--- src/rtl/conv_seq_pkg.sv ---
package conv_seq_pkg;
  typedef enum logic [2:0] {
    ST_IDLE,
    ST_CONV,
    ST_ACQ,
    ST_PDN,
    ST_PUP
  } seq_state_e;

  localparam logic [1:0] PM_ON   = 2'b00;
  localparam logic [1:0] PM_PART = 2'b01;
  localparam logic [1:0] PM_FULL = 2'b10;
endpackage

--- src/rtl/cnv_pin_filter.sv ---
module cnv_pin_filter #(
  parameter int MIN_LOW = 2
) (
  input  logic clk_i,
  input  logic rst_ni,
  input  logic pin_i,
  output logic start_o,
  output logic rise_o,
  output logic level_o
);
  localparam int CW = $clog2(MIN_LOW + 1);
  localparam logic [CW-1:0] LIM = CW'(MIN_LOW);

  logic pin_q, pin_d;
  logic [CW-1:0] low_cnt;

  always_ff @(posedge clk_i or negedge rst_ni) begin
    if (!rst_ni) begin
      pin_q   <= 1'b1;
      pin_d   <= 1'b1;
      low_cnt <= '0;
    end else begin
      pin_q <= pin_i;
      pin_d <= pin_q;
      if (pin_q) low_cnt <= '0;
      else if (low_cnt != LIM) low_cnt <= low_cnt + 1'b1;
    end
  end

  // fires once per low pulse, when it has lasted MIN_LOW samples
  assign start_o = !pin_q && (low_cnt == LIM - 1'b1);
  assign rise_o  = pin_q && !pin_d;
  assign level_o = pin_q;
endmodule

--- src/rtl/sar_engine.sv ---
module sar_engine #(
  parameter int W    = 10,
  parameter int STEP = 2
) (
  input  logic         clk_i,
  input  logic         rst_ni,
  input  logic         init_i,
  input  logic         cmp_i,
  output logic [W-1:0] trial_o,
  output logic [W-1:0] code_o,
  output logic         last_o
);
  localparam int SW = (STEP > 1) ? $clog2(STEP) : 1;
  localparam int IW = $clog2(W);
  localparam logic [SW-1:0] STEP_END = SW'(STEP - 1);

  logic          active;
  logic [W-1:0]  trial;
  logic [IW-1:0] idx;
  logic [SW-1:0] step;
  logic [W-1:0]  mask;
  logic [W-1:0]  decided;
  logic          step_end;

  assign mask     = {{(W-1){1'b0}}, 1'b1} << idx;
  assign decided  = cmp_i ? trial : (trial & ~mask);
  assign step_end = (step == STEP_END);

  always_ff @(posedge clk_i or negedge rst_ni) begin
    if (!rst_ni) begin
      active <= 1'b0;
      trial  <= '0;
      idx    <= '0;
      step   <= '0;
    end else if (init_i) begin
      active <= 1'b1;
      trial  <= {1'b1, {(W-1){1'b0}}};
      idx    <= IW'(W - 1);
      step   <= '0;
    end else if (active) begin
      if (step_end) begin
        step <= '0;
        if (idx == '0) begin
          active <= 1'b0;
          trial  <= decided;
        end else begin
          trial <= decided | (mask >> 1);
          idx   <= idx - 1'b1;
        end
      end else begin
        step <= step + 1'b1;
      end
    end
  end

  assign trial_o = trial;
  assign code_o  = decided;
  assign last_o  = active && step_end && (idx == '0);
endmodule

--- src/rtl/interval_timer.sv ---
module interval_timer #(
  parameter int CW = 8
) (
  input  logic          clk_i,
  input  logic          rst_ni,
  input  logic          load_i,
  input  logic [CW-1:0] val_i,
  output logic          zero_o
);
  logic [CW-1:0] cnt;

  always_ff @(posedge clk_i or negedge rst_ni) begin
    if (!rst_ni) cnt <= '0;
    else if (load_i) cnt <= val_i;
    else if (cnt != '0) cnt <= cnt - 1'b1;
  end

  assign zero_o = (cnt == '0);
endmodule

--- src/rtl/conv_sequencer.sv ---
module conv_sequencer
  import conv_seq_pkg::*;
#(
  parameter int RES_W       = 10,
  parameter int STEP_CYC    = 2,
  parameter int MIN_LOW_CYC = 2,
  parameter int ACQ_CYC     = 20,
  parameter int PWRUP_CYC   = 150
) (
  input  logic             clk_i,
  input  logic             rst_ni,
  input  logic             cnv_n_i,
  input  logic             sw_start_i,
  input  logic             sw_pdn_i,
  input  logic             ext_ref_i,
  input  logic             cmp_i,
  output logic [RES_W-1:0] dac_o,
  output logic             hold_o,
  output logic [RES_W-1:0] result_o,
  output logic             valid_o,
  output logic [1:0]       pwr_mode_o,
  output logic             ref_on_o,
  output logic             err_o
);
  localparam int TMAX = (ACQ_CYC > PWRUP_CYC) ? ACQ_CYC : PWRUP_CYC;
  localparam int TW   = $clog2(TMAX + 1);
  localparam logic [TW-1:0] ACQ_LOAD = TW'(ACQ_CYC - 1);
  localparam logic [TW-1:0] PUP_LOAD = TW'(PWRUP_CYC - 1);

  seq_state_e state_q, state_d;
  logic pin_start, pin_rise, pin_level;
  logic start_req, sar_init, sar_last, reject;
  logic tmr_load, tmr_zero;
  logic [TW-1:0] tmr_val;
  logic [RES_W-1:0] sar_code, result_q;
  logic valid_q, err_q;

  cnv_pin_filter #(.MIN_LOW(MIN_LOW_CYC)) u_filt (
    .clk_i   (clk_i),
    .rst_ni  (rst_ni),
    .pin_i   (cnv_n_i),
    .start_o (pin_start),
    .rise_o  (pin_rise),
    .level_o (pin_level)
  );

  sar_engine #(.W(RES_W), .STEP(STEP_CYC)) u_sar (
    .clk_i   (clk_i),
    .rst_ni  (rst_ni),
    .init_i  (sar_init),
    .cmp_i   (cmp_i),
    .trial_o (dac_o),
    .code_o  (sar_code),
    .last_o  (sar_last)
  );

  interval_timer #(.CW(TW)) u_tmr (
    .clk_i  (clk_i),
    .rst_ni (rst_ni),
    .load_i (tmr_load),
    .val_i  (tmr_val),
    .zero_o (tmr_zero)
  );

  assign start_req = pin_start | sw_start_i;

  always_comb begin
    state_d  = state_q;
    sar_init = 1'b0;
    reject   = 1'b0;
    tmr_load = 1'b0;
    tmr_val  = ACQ_LOAD;
    unique case (state_q)
      ST_IDLE: begin
        if (start_req) begin
          state_d  = ST_CONV;
          sar_init = 1'b1;
        end else if (sw_pdn_i) begin
          state_d = ST_PDN;
        end
      end
      ST_CONV: begin
        reject = start_req;
        if (sar_last) begin
          if (pin_level) begin
            state_d  = ST_ACQ;
            tmr_load = 1'b1;
          end else begin
            state_d = ST_PDN;
          end
        end
      end
      ST_ACQ, ST_PUP: begin
        // window closes on the edge the timer reads zero
        if (tmr_zero) begin
          if (start_req) begin
            state_d  = ST_CONV;
            sar_init = 1'b1;
          end else begin
            state_d = ST_IDLE;
          end
        end else begin
          reject = start_req;
        end
      end
      ST_PDN: begin
        if (pin_rise || sw_start_i) begin
          state_d  = ST_PUP;
          tmr_load = 1'b1;
          tmr_val  = PUP_LOAD;
        end
      end
      default: state_d = ST_IDLE;
    endcase
  end

  always_ff @(posedge clk_i or negedge rst_ni) begin
    if (!rst_ni) begin
      state_q  <= ST_IDLE;
      result_q <= '0;
      valid_q  <= 1'b0;
      err_q    <= 1'b0;
    end else begin
      state_q <= state_d;
      valid_q <= sar_last;
      if (sar_last) result_q <= sar_code;
      if (reject) err_q <= 1'b1;
    end
  end

  assign hold_o     = (state_q == ST_CONV);
  assign result_o   = result_q;
  assign valid_o    = valid_q;
  assign err_o      = err_q;
  assign ref_on_o   = !ext_ref_i;
  assign pwr_mode_o = (state_q != ST_PDN) ? PM_ON : (ext_ref_i ? PM_FULL : PM_PART);
endmodule

--- config.mk ---
export PLATFORM = sky130hd
export DESIGN_NAME = conv_sequencer
export DESIGN_NICKNAME = d
export VERILOG_FILES = /design/src/rtl/conv_seq_pkg.sv /design/src/rtl/cnv_pin_filter.sv /design/src/rtl/sar_engine.sv /design/src/rtl/interval_timer.sv /design/src/rtl/conv_sequencer.sv
export SDC_FILE = /design/constraint.sdc
export NUM_CORES = 1
export LEC_CHECK = 0
export BUFFER_PORTS_ARGS = -buffer_cell sky130_fd_sc_hd__buf_2
export CAP_MARGIN = 15
export CORE_UTILIZATION = 36
export DETAILED_ROUTE_END_ITERATION = 8
export MAX_ROUTING_LAYER = met4
export REMOVE_ABC_BUFFERS = 1
export SLEW_MARGIN = 10
export SYNTH_ARGS = -nofsm -noshare
export SYNTH_HDL_FRONTEND = slang
export SYNTH_SLANG_ARGS = --single-unit
export TNS_END_PERCENT = 1
--- constraint.sdc ---
create_clock -name clk_i -period 3.8 [get_ports clk_i]
set_clock_uncertainty 0.1 [all_clocks]
set_input_delay 0.19 -clock clk_i [delete_from_list [all_inputs] [get_ports clk_i]]
set_output_delay 0.19 -clock clk_i [all_outputs]
set_load 0.005 [all_outputs]
After elaboration in Yosys (flattened, before gate mapping)
Cells that the tools add are included.

cells by class
  add/sub/neg operators = 4
  equality and inequality tests = 12
  shift operators = 1
  mux-type cells = 41
  bitwise operators = 4
  reductions and logical operators = 20

operators by type and width
  cell                  number
  $mux 10               5
  $mux 8                4
  $mux 4                4
  $mux 1                15
  $mux 3                5
  $pmux 3 s4            1
  $and 10x10->10        1
  $not 10->10           1
  $or 10x9->10          1
  $shl 1x4->10 const A  1
  $logic_not 8->1       1
  $mux 2                4
  $ne 2x2->1 const B    4
  $reduce_bool 2->1     4
  $reduce_bool 8->1     1
  $sub 8x1->8 const B   1
  $eq 3x2->1 const B    2
  $pmux 1 s2            3
  $logic_and 1x1->1     4
  $logic_not 4->1       1
  $reduce_and 4->1      1
  $sub 4x1->4 const B   1
  $eq 3x1->1 const B    1
  $eq 3x3->1 const B    1
  other kinds (13)      15

storage, ports and cells
  register bits after elaboration = 43
  input bits = 7
  output and inout port bits = 26
  word-level logic and storage cells = 94

Longest topological paths before layout
  depth after elaboration = 9
  gate-level depth with buffers = 7
  gate-level depth less buffers = 6

Modules after synthesis
From an unflattened synthesis, not the netlist that was laid out.

second synthesis, totals
  cell total of the unflattened synthesis = 227
  area, all modules = 2,346.0 µm²

modules (own cells, without submodules)
  module          instances  cells each  area each (µm²)  sequential area each (µm²)
  sar_engine      1          95          980.9            400.4
  conv_sequencer  1          64          714.4            375.4
  interval_timer  1          54          476.7            200.2
  cnv_pin_filter  1          14          173.9            102.6

Worst setup path after synthesis
Ideal clock, no wire load.

  kind = register to register
  start = reg u_tmr.cnt[0]
  end = reg state_q[1]
  setup time = 0.128 ns
  arrival = 1.594 ns
  required time = 3.572 ns
  setup slack = 1.978 ns
  cell stages (with the launch flop) = 7
  buffers on the path = 0
  clock period less this slack = 1.822 ns
  cells stage by stage = dfrtp_1 inv_1 ha_1 nor3b_2 a211oi_1 a211oi_2 mux2_1

on the way
  cells in the longest elaborated chain, start to end = 3

ends and longest elaborated chain
  element                     RTL line               text
  start: declaration          interval_timer.sv:10   logic [CW-1:0] cnt;
  start signal: assignment    interval_timer.sv:14   else if (load_i) cnt <= val_i;
  start signal: assignment    interval_timer.sv:15   else if (cnt != '0) cnt <= cnt - 1'b1;
  $logic_not 8->1             interval_timer.sv:18   assign zero_o = (cnt == '0);
  $ne 2x2->1 (no line)        -
  $reduce_and 4->1 (no line)  -
  end signal: assignment      conv_sequencer.sv:124  state_q <= state_d;
  end: declaration            conv_sequencer.sv:30   seq_state_e state_q, state_d;

Every way passes these cells.
A chain may end at the register's enable or synchronous reset.

Worst setup path in the final report
  start = reg u_sar.idx[0]
  end = reg u_sar.trial[0], in the netlist u_sar.trial_o[0]

on the way
  cells in the longest elaborated chain, start to end = 9
  elaborated cells between the ends (all ways) = 10
  classes of those cells = shift: 1; mux: 5; bitwise: 3; reduce/logical: 1

ends and longest elaborated chain
  element                   RTL line          text
  start: declaration        sar_engine.sv:19  logic [IW-1:0] idx;
  start signal: assignment  sar_engine.sv:38  idx <= IW'(W - 1);
  start signal: assignment  sar_engine.sv:48  idx <= idx - 1'b1;
  $shl 1x4->10              sar_engine.sv:25  assign mask = {{(W-1){1'b0}}, 1'b1} << idx;
  $not 10->10               sar_engine.sv:26  assign decided = cmp_i ? trial : (trial & ~mask);
  $and 10x10->10            sar_engine.sv:26
  $mux 10                   sar_engine.sv:26
  $or 10x9->10              sar_engine.sv:47  trial <= decided | (mask >> 1);
  $mux 10 *                 sar_engine.sv:43  if (idx == '0) begin
  $mux 10 *                 sar_engine.sv:41  if (step_end) begin
  $mux 10 *                 sar_engine.sv:40  end else if (active) begin
  $mux 10 *                 sar_engine.sv:35  end else if (init_i) begin
  end signal: assignment    sar_engine.sv:37  trial <= {1'b1, {(W-1){1'b0}}};
  end signal: assignment    sar_engine.sv:45  trial <= decided;
  end signal: assignment    sar_engine.sv:47
  end: declaration          sar_engine.sv:18  logic [W-1:0] trial;

Mark *: on every way between the ends. The rest lies on a longest branch, timed or not. The select of a mux whose other input is x is not followed.

==> flow_metrics.tcl <==
set metrics [dict create \
    ys_seq_area_frac 0.4951 \
    power_leakage_nw 1.165 \
    worstHoldStart "cmp_i" \
    rr_startpoint "u_sar.idx[0]" \
    hpwlAfterDp_um 2948 \
    diodes 0 \
    grt-ovfl-total 0 \
    slew_headroom 0.3752 \
    grt-busiest-layer "met2" \
    die_h_um 79.79 \
    vias 1640 \
    io_buffers 32 \
    gp_congestion 0.8097 \
    vdd_drop_max_mv 0.2908 \
    grt_max_degree 44 \
    drt_iter0_markers 84 \
    synth-seq-cells 43 \
    crit_required_ns 3.85 \
    crit_fanout 18 \
    criticalPathCategory "reg -> reg" \
    core_um2 5675 \
    tns_ns 0 \
    synth_area_per_cell_um2 9.902 \
    ant_nets 0 \
    arrival_ns 2.26 \
    wl_per_cell_um 12.80 \
    cts_buffer_depth 2 \
    synthArstFlopShare 1.000 \
    power_density_nw_per_um2 752.5 \
    dr.pass1.iters 4 \
    multiInputGateArea_um2 1010 \
    rows 27 \
    wirelength_um 4184 \
    yosys_most_used_dff "dfrtp_1" \
    layout_commonest_cell "dfrtp_1" \
    ys_types 42 \
    layout.nets 270 \
    finalHoldViolCount 0 \
    startpoint_type "flop" \
    syn-cell-area_um2 2178 \
    area_delta_synth_final_pct 14.59 \
    numCtsBuffers 5 \
    drc 0 \
    hold_path_depth 3 \
    placed_cell_area_um2 2391 \
    status "finished clean" \
    drive_above_1_share 0.2078 \
    clk_latency_ns 0.30 \
    slew_violations 0 \
    hp-class "in -> reg" \
    worstMarginPinSlew_ns 0.9373 \
    cts_root_buf "clkbuf_8" \
    reg2reg_slack_ns 1.59 \
    hold-path-endpoint "result_o[0]" \
    cap_violations 0 \
    clock.fmax_mhz 452.4 \
    grt_use_met1 0.2062 \
    setup_viol_count_final 0 \
    crit_path_top_delay_cell "dfrtp_1" \
    post-route-period-util 0.5817 \
    critical_path.cell_chain "inv_1, ha_1, nor3b_2, nand2_1, o21ai_0, a21oi_1" \
    layout_common_cells "dfrtp_1, buf_2, nand2_1, nor2_1, o21ai_0" \
    antenna_found_initial 0 \
    start_util 0.3838 \
    crit_path_end_kind "flop" \
    design_area_um2 2496 \
    seq_area_um2 1079 \
    cts.sinks 43 \
    synth_edf_count 0 \
    n_fill_cell 565 \
    met3_usage 0.03086 \
    period_needed_ns 2.211 \
    clk_pin_slew_ns 0.09 \
    cts_tree "done" \
    grt_pass1_wl_um 7203 \
    dieArea_um2 6366 \
    cts_max_level 2 \
    die_w_um 79.79 \
    viasPerCell 5.015 \
    regToRegEndpoint "u_sar.trial_o[0]" \
    rsz0062_at_grt "false" \
    cpPeakStageDelay_ns 0.43 \
    io_pins 33 \
    cts_resized 0 \
    gr-usage-all-layers 0.1509 \
    grt_pass1_vias 1545 \
    synthCells 220 \
    reg2regPathDepth 6 \
    yosysWarnings 0 \
    use_met2 0.2222 \
]
-- stage by stage --
stage	util	hold slack, ns	power [mW]	setup slack (ns)	std cells
after global placement	0.4213	0.1983	1.586	1.648	317
after global routing	0.4398	0.1173	2.054	1.288	327
after floorplan	-	-0.2056	1.347	1.917	213
after detailed placement	0.4213	0.1992	1.601	1.550	317
final	0.4398	0.08151	1.878	1.589	327
after CTS	0.4398	0.08307	1.900	1.551	327
-- worst max-delay path by stage --
stage | startpoint | end | slack (ns)
2_1_floorplan | u_sar.idx[0] | result_o[4] | 1.92
3_3_place_gp | u_sar.idx[0] | u_sar.trial_o[0] | 1.65
4_1_cts | u_sar.idx[0] | u_sar.trial_o[0] | 1.55
3_5_place_dp | u_sar.idx[0] | u_sar.trial_o[0] | 1.55
5_1_grt | u_sar.idx[0] | u_sar.trial_o[0] | 1.29
6_report | u_sar.idx[0] | u_sar.trial_o[0] | 1.59
-- layer usage --
layer	part of all wire	wire (um)
met2	0.44	1845
met1	0.51	2113
met4	0.017	72
met3	0.036	152
met5	0	0
-- flip-flops by register name, indices dropped and copies added (netlist names) --
register        count
err_o               1
result_o           10
state_q             3
u_filt.level_o      1
u_filt.low_cnt      2
u_filt.pin_d        1
u_sar.active        1
u_sar.idx           4
u_sar.step          1
u_sar.trial_o      10
u_tmr.cnt           8
valid_o             1
-- report_power, final --
part	switching [mW]	internal [mW]	leakage, nW
registers	0.186	0.642	0.526
clock network	0.160	0.129	0.0412
logic	0.399	0.362	0.598
total	0.745	1.13	1.16
-- area by class of cell --
| cell class | count | area share |
|---|---|---|
| repair buffers | 34 | 0.07218 |
| flip-flops and latches | 43 | 0.4321 |
| inverters | 14 | 0.02105 |
| clock buffers | 6 | 0.02907 |
| well taps | 72 | 0.03609 |
| clock inverters | 2 | 0.005013 |
| multi-input cells | 156 | 0.4045 |
-- synth_stat cells, types with 4 or more instances --
library cell / n / area share
buf_2: 6 / 0.014
nor3_1: 5 / 0.011
mux2_2: 5 / 0.026
nand3_1: 11 / 0.025
xor2_1: 4 / 0.016
inv_1: 14 / 0.024
nand2b_1: 4 / 0.011
nor2_1: 18 / 0.031
dfrtp_1: 41 / 0.47
xnor2_1: 6 / 0.024
nand2_1: 27 / 0.047
o21ai_0: 16 / 0.037
ha_1: 9 / 0.052
a21oi_1: 12 / 0.028
-- timing repair --
item | in CTS | in global routing
hold buffers | 2 | 0
buffers inserted | 0 | 0
hold endpoints to repair | 42 | 0
-- worst max-delay path, delay by kind of cell, from the launching register on --
kind,cells,cell delay (ns)
buf+inv,1,0.13
simple gates,2,0.77
fa+ha+maj,1,0.26
flops,1,0.43
compound gates,2,0.39
-- logic make-up after synthesis --
| group | share of synthesized area |
|---|---|
| AO/OA/AOI/OAI | 0.1333 |
| XOR/XNOR | 0.04020 |
| adder cells (fa/ha/maj) | 0.05170 |
| buffers and inverters | 0.04136 |
| flip-flops | 0.4951 |
| multiplexers | 0.04250 |
| AND/OR/NAND/NOR | 0.1959 |
Power figures use the tool's default switching activity.
